==> config.mk <==
export PLATFORM = sky130hd
export DESIGN_NAME = adc_bus_ctrl
export DESIGN_NICKNAME = d
export VERILOG_FILES = /design/src/rtl/adc_bus_pkg.sv /design/src/rtl/adc_bus_ctl.sv /design/src/rtl/adc_bus_dp.sv /design/src/rtl/adc_bus_ctrl.sv
export SDC_FILE = /design/constraint.sdc
export NUM_CORES = 1
export LEC_CHECK = 0
export ABC_AREA = 1
export BUFFER_PORTS_ARGS = -buffer_cell sky130_fd_sc_hd__clkbuf_2
export CORE_AREA = 2 2 53 92
export CTS_CLUSTER_SIZE = 40
export DETAILED_ROUTE_END_ITERATION = 7
export DIE_AREA = 0 0 55 94
export HOLD_SLACK_MARGIN = 0.03
export SYNTH_ARGS = -nofsm -noshare
export SYNTH_HDL_FRONTEND = slang
export SYNTH_SLANG_ARGS = --single-unit
==> constraint.sdc <==
create_clock -name clk -period 3.1 [get_ports clk]
set_input_delay 0.62 -clock clk [delete_from_list [all_inputs] [get_ports clk]]
set_output_delay 0.62 -clock clk [all_outputs]
set_load 0.01 [all_outputs]
==> src/rtl/adc_bus_pkg.sv <==
package adc_bus_pkg;

  // Strobes passed from the control FSM to the datapath each cycle.
  typedef struct packed {
    logic captureSample;  // conversion begins this edge: hold the sample
    logic commitResult;   // conversion ends this edge: publish the result
    logic driveEn;        // registered bus enable
  } ctlStrobes_t;

endpackage

==> src/rtl/adc_bus_ctl.sv <==
module adc_bus_ctl
  import adc_bus_pkg::*;
#(
  parameter int CONV_CYCLES = 20
) (
  input  logic        clk,
  input  logic        rstN,
  input  logic        csN,
  input  logic        rcN,
  output ctlStrobes_t strb,
  output logic        convIdle,
  output logic        noAcq
);

  localparam int CNT_W = $clog2(CONV_CYCLES + 1);
  localparam logic [CNT_W-1:0] CNT_LOAD = CNT_W'(CONV_CYCLES - 1);

  logic [CNT_W-1:0] cnt;
  logic             justDone;
  logic             oeReg;
  logic             startNow;
  logic             finishNow;

  assign startNow  = convIdle && !csN && !rcN;
  assign finishNow = !convIdle && (cnt == '0);

  always_ff @(posedge clk) begin
    if (!rstN) begin
      convIdle <= 1'b1;
      cnt      <= '0;
      justDone <= 1'b0;
      noAcq    <= 1'b0;
      oeReg    <= 1'b0;
    end else begin
      justDone <= finishNow;
      oeReg    <= !csN && rcN;
      if (startNow) begin
        convIdle <= 1'b0;
        cnt      <= CNT_LOAD;
        noAcq    <= justDone;
      end else if (finishNow) begin
        convIdle <= 1'b1;
      end else if (!convIdle) begin
        cnt <= cnt - 1'b1;
      end
    end
  end

  always_comb begin
    strb.captureSample = startNow;
    strb.commitResult  = finishNow;
    strb.driveEn       = oeReg;
  end

  // Busy-length monitor for R3
  logic [CNT_W:0] busyLen;
  always_ff @(posedge clk) begin
    if (!rstN)          busyLen <= '0;
    else if (convIdle)  busyLen <= '0;
    else                busyLen <= busyLen + 1'b1;
  end

  a_r1_start_needs_both: assert property (@(posedge clk) disable iff (!rstN)
    $fell(convIdle) |-> $past(!csN && !rcN));

  a_r2_cs_high_disables: assert property (@(posedge clk) disable iff (!rstN)
    csN |=> !strb.driveEn);

  a_r3_busy_length: assert property (@(posedge clk) disable iff (!rstN)
    $rose(convIdle) |-> (busyLen == (CNT_W+1)'(CONV_CYCLES)));

  a_r7_bus_off_at_start: assert property (@(posedge clk) disable iff (!rstN)
    $fell(convIdle) |-> !strb.driveEn);

  a_r8_flag_with_start: assert property (@(posedge clk) disable iff (!rstN)
    $rose(noAcq) |-> $fell(convIdle));

endmodule

==> src/rtl/adc_bus_dp.sv <==
module adc_bus_dp
  import adc_bus_pkg::*;
#(
  parameter int DATA_W = 16
) (
  input  logic              clk,
  input  logic              rstN,
  input  ctlStrobes_t       strb,
  input  logic [DATA_W-1:0] sample,
  output logic [DATA_W-1:0] dataOut,
  output logic              dataOe
);

  logic [DATA_W-1:0] sampleHold;
  logic [DATA_W-1:0] resultReg;

  always_ff @(posedge clk) begin
    if (!rstN) begin
      sampleHold <= '0;
      resultReg  <= '0;
    end else begin
      if (strb.captureSample) sampleHold <= sample;
      if (strb.commitResult)  resultReg  <= sampleHold;
    end
  end

  assign dataOe  = strb.driveEn;
  assign dataOut = strb.driveEn ? resultReg : '0;

  a_r4_commit_only_on_end: assert property (@(posedge clk) disable iff (!rstN)
    !$stable(resultReg) |-> $past(strb.commitResult));

endmodule

==> src/rtl/adc_bus_ctrl.sv <==
module adc_bus_ctrl
  import adc_bus_pkg::*;
#(
  parameter int DATA_W      = 16,
  parameter int CONV_CYCLES = 20
) (
  input  logic              clk,
  input  logic              rstN,
  input  logic              csN,
  input  logic              rcN,
  input  logic [DATA_W-1:0] sample,
  output logic [DATA_W-1:0] dataOut,
  output logic              dataOe,
  output logic              convIdle,
  output logic              noAcq
);

  ctlStrobes_t strb;

  adc_bus_ctl #(.CONV_CYCLES(CONV_CYCLES)) u_ctl (
    .clk(clk), .rstN(rstN), .csN(csN), .rcN(rcN),
    .strb(strb), .convIdle(convIdle), .noAcq(noAcq)
  );

  adc_bus_dp #(.DATA_W(DATA_W)) u_dp (
    .clk(clk), .rstN(rstN), .strb(strb), .sample(sample),
    .dataOut(dataOut), .dataOe(dataOe)
  );

  a_r6_read_stable_while_busy: assert property (@(posedge clk) disable iff (!rstN)
    (dataOe && $past(dataOe) && !convIdle && $past(!convIdle)) |-> $stable(dataOut));

endmodule

# == Word level (Yosys, flattened, before mapping) ==
# Index checks and enable logic that the tools add are counted.
# word_totals
ff_bits,41
inputBits,20
output_inout_bits,19
# classes
n_addsub,1
eq_ne,2
mux,6
bitwise_logic,3
reduce_logical,12
# op_table
op,n
two-way mux 16 bit,1
two-way mux 5 bit,3
zero test 5 bit,1
"subtractor 5 x 1 -> 5 bit, second input constant",1
logical AND 1 bit,4
AND reduction 2 bit,2
zero test 1 bit,3
inverter 1 bit,3
two-way mux 1 bit,2
"!= test 2 x 1 -> 1 bit, second input constant",1
"!= test 2 bit, second input constant",1
nonzero test 2 bit,1
OR reduction 2 bit,1

# == Logic depth before layout (Yosys ltp) ==
# Gate-level depths: netlist of run 1.
# logic_depth
depth_word,5
ltp_mapped,7

# == Modules after synthesis ==
# A second synthesis of run 1 with hierarchy kept.
# unflattened
cells_unflattened,295
area_unflattened_um2,1938.1
# by_module_without_submodules
module,n_inst,cells_each,area_per_inst_um2
adc_bus_dp,1,236,1490.2
adc_bus_ctl,1,59,447.9

# == Worst setup path after synthesis of run 1 ==
# OpenSTA, ideal clock, no wires.
# synth_timing
path_kind,register to output
startpoint,reg u_ctl.oeReg
endpoint,out dataOut[10]
arrival_time_ns,1.023
required_time_ns,2.480
setup_slack_ns,1.457
path_stages_with_launch,5
n_path_buf,2
cell_sequence,dfxtp_1 clkbuf_1 clkbuf_1 nand2_1 inv_1
# synth_between
elab_chain_len,1
# synth_lines
element,line_no,source
"start, declared",adc_bus_ctl.sv:20,logic oeReg;
"start signal, assigned",adc_bus_ctl.sv:36,oeReg <= !csN && rcN;
two-way mux 16 bit,adc_bus_dp.sv:28,assign dataOut = strb.driveEn ? resultReg : '0;
"end, declared",adc_bus_ctrl.sv:12,"output logic [DATA_W-1:0] dataOut,"
# No other way between the ends.

# == Worst setup path in the final report of run 1 ==
# layout_timing
startpoint,reg u_ctl.oeReg
endpoint,out dataOut[14]
# Same word-level chain as after synthesis.

==> flow_summary.json, run 1 <==
{
  "rsz0062_at_grt": "no",
  "num_antenna_cells": 0,
  "start_util_pct": 38.64,
  "antenna_found_initial": 0,
  "synth_top_cell_area_share_pct": 48.24,
  "hold_class": "flip-flop to flip-flop",
  "fin_crit_sh_pct": 63.70,
  "drv_slew": 0,
  "grt_pass1_vias": 1412,
  "yosys_warnings": 0,
  "nets": 283,
  "power_frac_seq_pct": 50.0,
  "synth_fp_nets": 248,
  "maxCapViolations": 0,
  "layout_commonest_cell": "nand2_1",
  "routabilityCongestion": 0.7366,
  "first_pass_iters": 4,
  "crit_fanout": 17,
  "criticalPathCategory": "flip-flop to output pin",
  "clk_pin_slew_ps": 80,
  "power_density_nw_per_um2": 558.1,
  "critical_path.startpoint_type": "flip-flop",
  "final_cell_mix": "nand2_1 (72), dfxtp_1 (41), clkbuf_2 (38), a21oi_1 (35), inv_1 (22)",
  "cts_hold_buf": 0,
  "tns_ps": 0,
  "cts_root_buf": "clkbuf_8",
  "seq_area_frac_synth_pct": 48.24,
  "dieArea_um2": 5170,
  "final_core_util_pct": 45.74,
  "detail-route-antenna-nets": 0,
  "avgSynthCellArea_um2": 7.496,
  "finClkSkew_ps": 5.238,
  "whs_ps": 465.5,
  "p_switching_uw": 275.5,
  "avgViaCountPerCell": 4.774,
  "postRouteWirelength_um": 3835,
  "area_growth_pct": 18.38,
  "status": "complete, no violations",
  "setup-violations-final": 0,
  "drt_iter0_drc": 29,
  "cts_setup_buffers": 0,
  "hold_viol": 0,
  "p_total_mw": 1.124,
  "grt_use_total_pct": 17.10,
  "synth_top_cells_by_area": "dfxtp_1 (48%), nand2_1 (16%), a21oi_1 (10%), nand3_1 (6.2%), inv_1 (4.9%)",
  "core_um2": 4404,
  "pwr-share-clk_pct": 39.8,
  "overflow": 0,
  "combPwrFrac_pct": 10.2,
  "rows": 32,
  "via_count": 1499,
  "fill_cells": 503,
  "place_inst": 306,
  "htreeDepth": 2,
  "io_pins": 39,
  "ys_types": 23,
  "max_freq_mhz": 506.4,
  "avgRoutedWirePerCell_um": 12.21,
  "max_slew_margin_pct": 57.34,
  "grt_pass1_wl_um": 6279,
  "cp.arrival_ps": 1350,
  "clockBufferDepth": 2,
  "drive_gt1_share_pct": 20.91,
  "die_height_um": 94,
  "syn_area_um2": 1702,
  "cts_buffers": 5,
  "yosys.area.top_type": "dfxtp_1",
  "post-route-drc-count": 0,
  "synth-seq-cells": 41,
  "clkSinkCount": 41,
  "leakagePower_nw": 0.9382,
  "die_w_um": 55,
  "p_int_uw": 848.7,
  "ir_worst_vdd_mv": 0.3999,
  "cts_tree": "built",
  "crit_path_end_kind": "output pin",
  "worstMarginPinSlew_ps": 639.0,
  "period_minus_slack_ps": 1975,
  "worstPathRequired_ps": 2480,
  "power_switching_share_pct": 24.51,
  "insertion_delay_ps": 290,
  "postCtsResizedCells": 0,
  "layout.cells.non_filler": 314,
  "place_hpwl_um": 2756,
  "grt_max_degree": 37,
  "syn_inst": 227,
  "io_buffers": 38
}
-- final timing paths --
path | startpoint | cells past startpoint | end | slack (ps)
worst max register to register | u_ctl.cnt[0] | 5 | u_dp.resultReg[9] | 1570
worst min-delay path | u_dp.sampleHold[8] | 2 | u_dp.resultReg[8] | 470
worst min register to register | u_dp.sampleHold[8] | 2 | u_dp.resultReg[8] | 470
worst max-delay path | u_ctl.oeReg | 3 | dataOut[14] | 1130
-- power by group through the flow --
stage | logic, mW | clock network, mW | registers [mW]
floorplan | 0.0906 | 0 | 0.569
global placement | 0.116 | 0 | 0.574
detailed placement | 0.117 | 0 | 0.574
CTS | 0.117 | 0.455 | 0.562
global route | 0.131 | 0.473 | 0.565
finish | 0.115 | 0.447 | 0.562
-- cell type report --
class,count,area [um2],area share (%)
Clock buffer,6,82.58,4.099
Timing Repair Buffer,39,197.7,9.814
Tap cell,51,63.81,3.168
Multi-Input combinational cell,150,718.2,35.65
Inverter,25,93.84,4.658
Sequential cell,41,820.8,40.75
Clock inverter,2,37.54,1.863
-- cells in the mapped netlist --
master,n
inv_2,1
clkbuf_1,6
inv_1,22
nor2_4,2
ha_1,1
buf_6,3
nor2_8,1
xor2_1,1
nand3_4,1
dfxtp_1,41
nand4_1,1
nor3_1,2
nand4_2,1
o21ai_0,2
nand2_2,1
buf_2,1
nand2_1,72
nor2_1,8
a21oi_1,35
nand3_1,21
nand2_4,1
clkinv_1,2
buf_4,1
-- through the flow --
step           instance area, um2  setup WS [ps]
6_report                     2014           1125
2_1_floorplan                1702           1457
3_5_place_dp                 1894           1136
3_3_place_gp                 1894           1168
5_1_grt                      2014          950.8
4_1_cts                      2014           1100
-- per-layer routing --
layer  vias up  global-route usage, %  wire, um
li1        789                      -         -
met2        25                  28.57      2069
met3         7                  3.662       139
met5         -                      0         0
met4         0                  9.146       125
met1       678                  19.23      1501
-- worst max-delay path, stage by stage, from the launching register on --
cell and delay, ps:
dfxtp_1 730, nand2_1 130, inv_1 70, clkbuf_2 120
-- cells by family (layout without fill, tap and decap cells) --
kind of cell	after synthesis	after routing	share of synthesized area [%]
DFF	41	41	48.24
adders and majority gates	1	1	0.7352
and+or+nand+nor	111	111	30.07
AOI/OAI and AO/OA	37	37	10.88
buffers and inverters	36	72	9.558
xor gates and xnor gates	1	1	0.5148
-- sequential cells by signal (all words and copies together) (netlist names) --
name             flops
u_ctl.convIdle       1
u_ctl.cnt            5
u_dp.sampleHold     16
u_ctl.oeReg          1
u_ctl.noAcq          1
u_ctl.justDone       1
u_dp.resultReg      16
No activity file was read; power rests on OpenSTA's default activity.
==> run 2: changes to the inputs <==
--- a/config.mk
+++ b/config.mk
@@ -5,12 +5,12 @@
 export SDC_FILE = /design/constraint.sdc
 export NUM_CORES = 1
 export LEC_CHECK = 0
-export ABC_AREA = 1
+export ABC_AREA = 0
 export BUFFER_PORTS_ARGS = -buffer_cell sky130_fd_sc_hd__clkbuf_2
-export CORE_AREA = 2 2 53 92
+export CORE_AREA = 2 2 53 91
 export CTS_CLUSTER_SIZE = 40
 export DETAILED_ROUTE_END_ITERATION = 7
-export DIE_AREA = 0 0 55 94
+export DIE_AREA = 0 0 55 93
 export HOLD_SLACK_MARGIN = 0.03
 export SYNTH_ARGS = -nofsm -noshare
 export SYNTH_HDL_FRONTEND = slang
==> constraint.sdc (replaced) <==
create_clock -name clk -period 1.7 [get_ports clk]
set_input_delay 0.34 -clock clk [delete_from_list [all_inputs] [get_ports clk]]
set_output_delay 0.34 -clock clk [all_outputs]
set_load 0.01 [all_outputs]
==> run 2 against run 1 <==
Against the previous run:
- critical endpoint is now u_dp.resultReg[13]
- clock power is 77% higher
- design area grew 4.6%
- clock skew is 3.4 ps higher
- global-route usage fell by 2.1 points
==> flow_summary.json, run 2 <==
{
  "syn_area_um2": 1682,
  "rows": 32,
  "maxCapViolations": 0,
  "synthFlopType": "dfxtp_1",
  "power_frac_seq_pct": 49.9,
  "p_int_mw": 1.598,
  "postPlaceCellArea_um2": 1918,
  "avgRoutedWirePerCell_um": 12.18,
  "synth_top_cells_by_area": "dfxtp_1 (49%), nand2_1 (15%), mux2i_1 (9.5%), and2_1 (6.0%), a21oi_1 (5.4%)",
  "ys_async_sr_fraction_pct": 0,
  "crit_fanout": 8,
  "min_from": "csN",
  "routabilityCongestion": 0.8892,
  "crit_path_end_kind": "flip-flop",
  "worstMarginPinSlew_ps": 473.5,
  "cts_tree": "built",
  "cts_root_buf": "clkbuf_8",
  "die_height_um": 93,
  "reg2reg_to": "u_dp.resultReg[13]",
  "final_cell_area_um2": 2107,
  "post-route-drc-count": 0,
  "yosys_warnings": 0,
  "power_switching_share_pct": 22.66,
  "core_um2": 4404,
  "p_total_mw": 2.066,
  "area_growth_pct": 25.30,
  "reg2reg_slack_ps": 40,
  "pwr-share-clk_pct": 38.3,
  "clockBufferDepth": 2,
  "io_buffers": 38,
  "synth_edf_count": 0,
  "postRouteWirelength_um": 3532,
  "finClkSkew_ps": 8.589,
  "num_antenna_cells": 0,
  "leakagePower_nw": 0.8413,
  "yosysMostFrequentCell": "nand2_1",
  "grt_use_total_pct": 14.97,
  "start_util_pct": 38.18,
  "cp.arrival_ps": 1880,
  "antenna_found_initial": 0,
  "cts_buffers": 5,
  "drive_gt1_share_pct": 26.36,
  "max_slew_margin_pct": 67.99,
  "synth-seq-cells": 41,
  "yosys.area.top_type": "dfxtp_1",
  "tns_ps": 0,
  "first_pass_iters": 4,
  "io_pins": 39,
  "synth_commonest_cells": "nand2_1 (68), dfxtp_1 (41), a21oi_1 (18)",
  "critical_path.endpoint": "u_dp.resultReg[13]",
  "nets": 259,
  "insertion_delay_ps": 290,
  "ir_worst_vdd_mv": 0.6716,
  "clk_pin_slew_ps": 80,
  "ys_types": 25,
  "final_cell_mix": "nand2_1 (68), dfxtp_1 (39), clkbuf_2 (38), a21oi_1 (18)",
  "avgViaCountPerCell": 4.848,
  "overflow": 0,
  "drv_slew": 0,
  "hold_viol": 0,
  "drt_iter0_drc": 22,
  "hold_class": "primary input to flip-flop",
  "r2r_start": "u_ctl.cnt[1]",
  "dieArea_um2": 5115,
  "clkSinkCount": 41,
  "power_density_nw_per_um2": 980.5,
  "fin_crit_sh_pct": 97.76,
  "layout_commonest_cell": "nand2_1",
  "reg2regPathDepth": 6,
  "via_count": 1406,
  "setup-violations-final": 0,
  "seq_area_frac_synth_pct": 48.81,
  "synth_fp_nets": 219,
  "place_hpwl_um": 2337,
  "combPwrFrac_pct": 11.9,
  "die_w_um": 55,
  "htreeDepth": 2,
  "synth_top_cell_area_share_pct": 48.81,
  "grt_max_degree": 35,
  "min_path_cells": 2,
  "grt_pass1_vias": 1286,
  "grt_pass1_wl_um": 5623,
  "p_switching_uw": 468.2,
  "critical_path.startpoint_type": "flip-flop",
  "syn_inst": 198,
  "criticalPathCategory": "flip-flop to flip-flop",
  "cts_hold_buf": 0,
  "detail-route-antenna-nets": 0,
  "fill_cells": 480,
  "status": "complete, no violations",
  "worstSetupStartpoint": "u_ctl.cnt[1]",
  "max_freq_mhz": 601.7,
  "period_minus_slack_ps": 1662,
  "worstPathRequired_ps": 1920,
  "avgSynthCellArea_um2": 8.493,
  "reg_top3": "u_dp.resultReg: 16 flops, u_dp.sampleHold: 16 flops, u_ctl.cnt: 5 flops"
}
==> run 2: changes by cell type after synthesis, sizes merged, moves of 3 or more <==
cell	delta
mux2i	+16
nor2	-7
buf	-3
a21oi	-17
and2	+16
nand3	-21
nand2	-6
inv	-19
clkbuf	+5
==> run 2: critical path, cell delays in order, from the launching register on <==
cell	delay (ps)
dfxtp_2	330
inv_2	70
ha_4	140
or4b_4	510
nor2_8	190
clkbuf_16	190
mux2i_1	170
==> run 2: cell families after synthesis <==
logic type / count (synthesis) / synth area share (%)
compound gates: 25 / 8.184
fa+ha+maj: 1 / 0.7439
buf+inv: 17 / 5.208
flops: 41 / 48.81
mux: 16 / 9.524
simple gates: 98 / 27.53
==> run 2: power by group through the flow <==
| stage | Clock (mW) | Combinational, mW | Sequential (mW) |
|---|---|---|---|
| floorplan | 0 | 0.149 | 1.04 |
| global placement | 0 | 0.205 | 1.05 |
| detailed placement | 0 | 0.206 | 1.05 |
| CTS | 0.821 | 0.206 | 1.03 |
| global route | 0.852 | 0.269 | 1.03 |
| finish | 0.791 | 0.245 | 1.03 |
==> run 2: metal layers <==
| metal | up-vias | GRT usage, % | part of all wire (%) |
|---|---|---|---|
| met3 | 6 | 3.834 | 4.0 |
| met1 | 647 | 17.70 | 43 |
| li1 | 725 | - | - |
| met4 | 0 | 7.317 | 2.0 |
| met2 | 28 | 24.11 | 51 |
| met5 | - | 0 | 0 |
==> run 2: cell type report <==
class,instances,area (um2),area share (%)
clock inverters,1,30.03,1.425
flip-flops and latches,41,823.3,39.07
inverters,4,15.01,0.7126
repair buffers,46,297.8,14.13
clock buffers,7,86.33,4.097
multi-input cells,140,790.8,37.53
well taps,51,63.81,3.029
==> run 2: stage by stage <==
step                      setup WS, ps  hold slack, ps  util [%]  instances
after floorplan                  34.02           411.5         -        198
after global placement           55.72           436.8     43.55        279
after detailed placement         58.40           432.6     43.55        279
after CTS                        49.83           242.3     46.19        287
after global routing            -4.288           255.9     47.84        290
final                            38.10           253.1     47.84        290
==> run 2: how the worst min path moves through the flow <==
stage	end	slack, ps
floorplan	u_ctl.oeReg	410
global placement	u_ctl.noAcq	440
detailed placement	u_ctl.noAcq	430
CTS	u_ctl.oeReg	240
global route	u_ctl.oeReg	260
finish	u_ctl.oeReg	250
==> run 2: what timing repair did <==
| action | in CTS | in global routing |
|---|---|---|
| setup buffers | 0 | 1 |
| resized for setup | 0 | 6 |
| setup endpoints to repair | 0 | 13 |
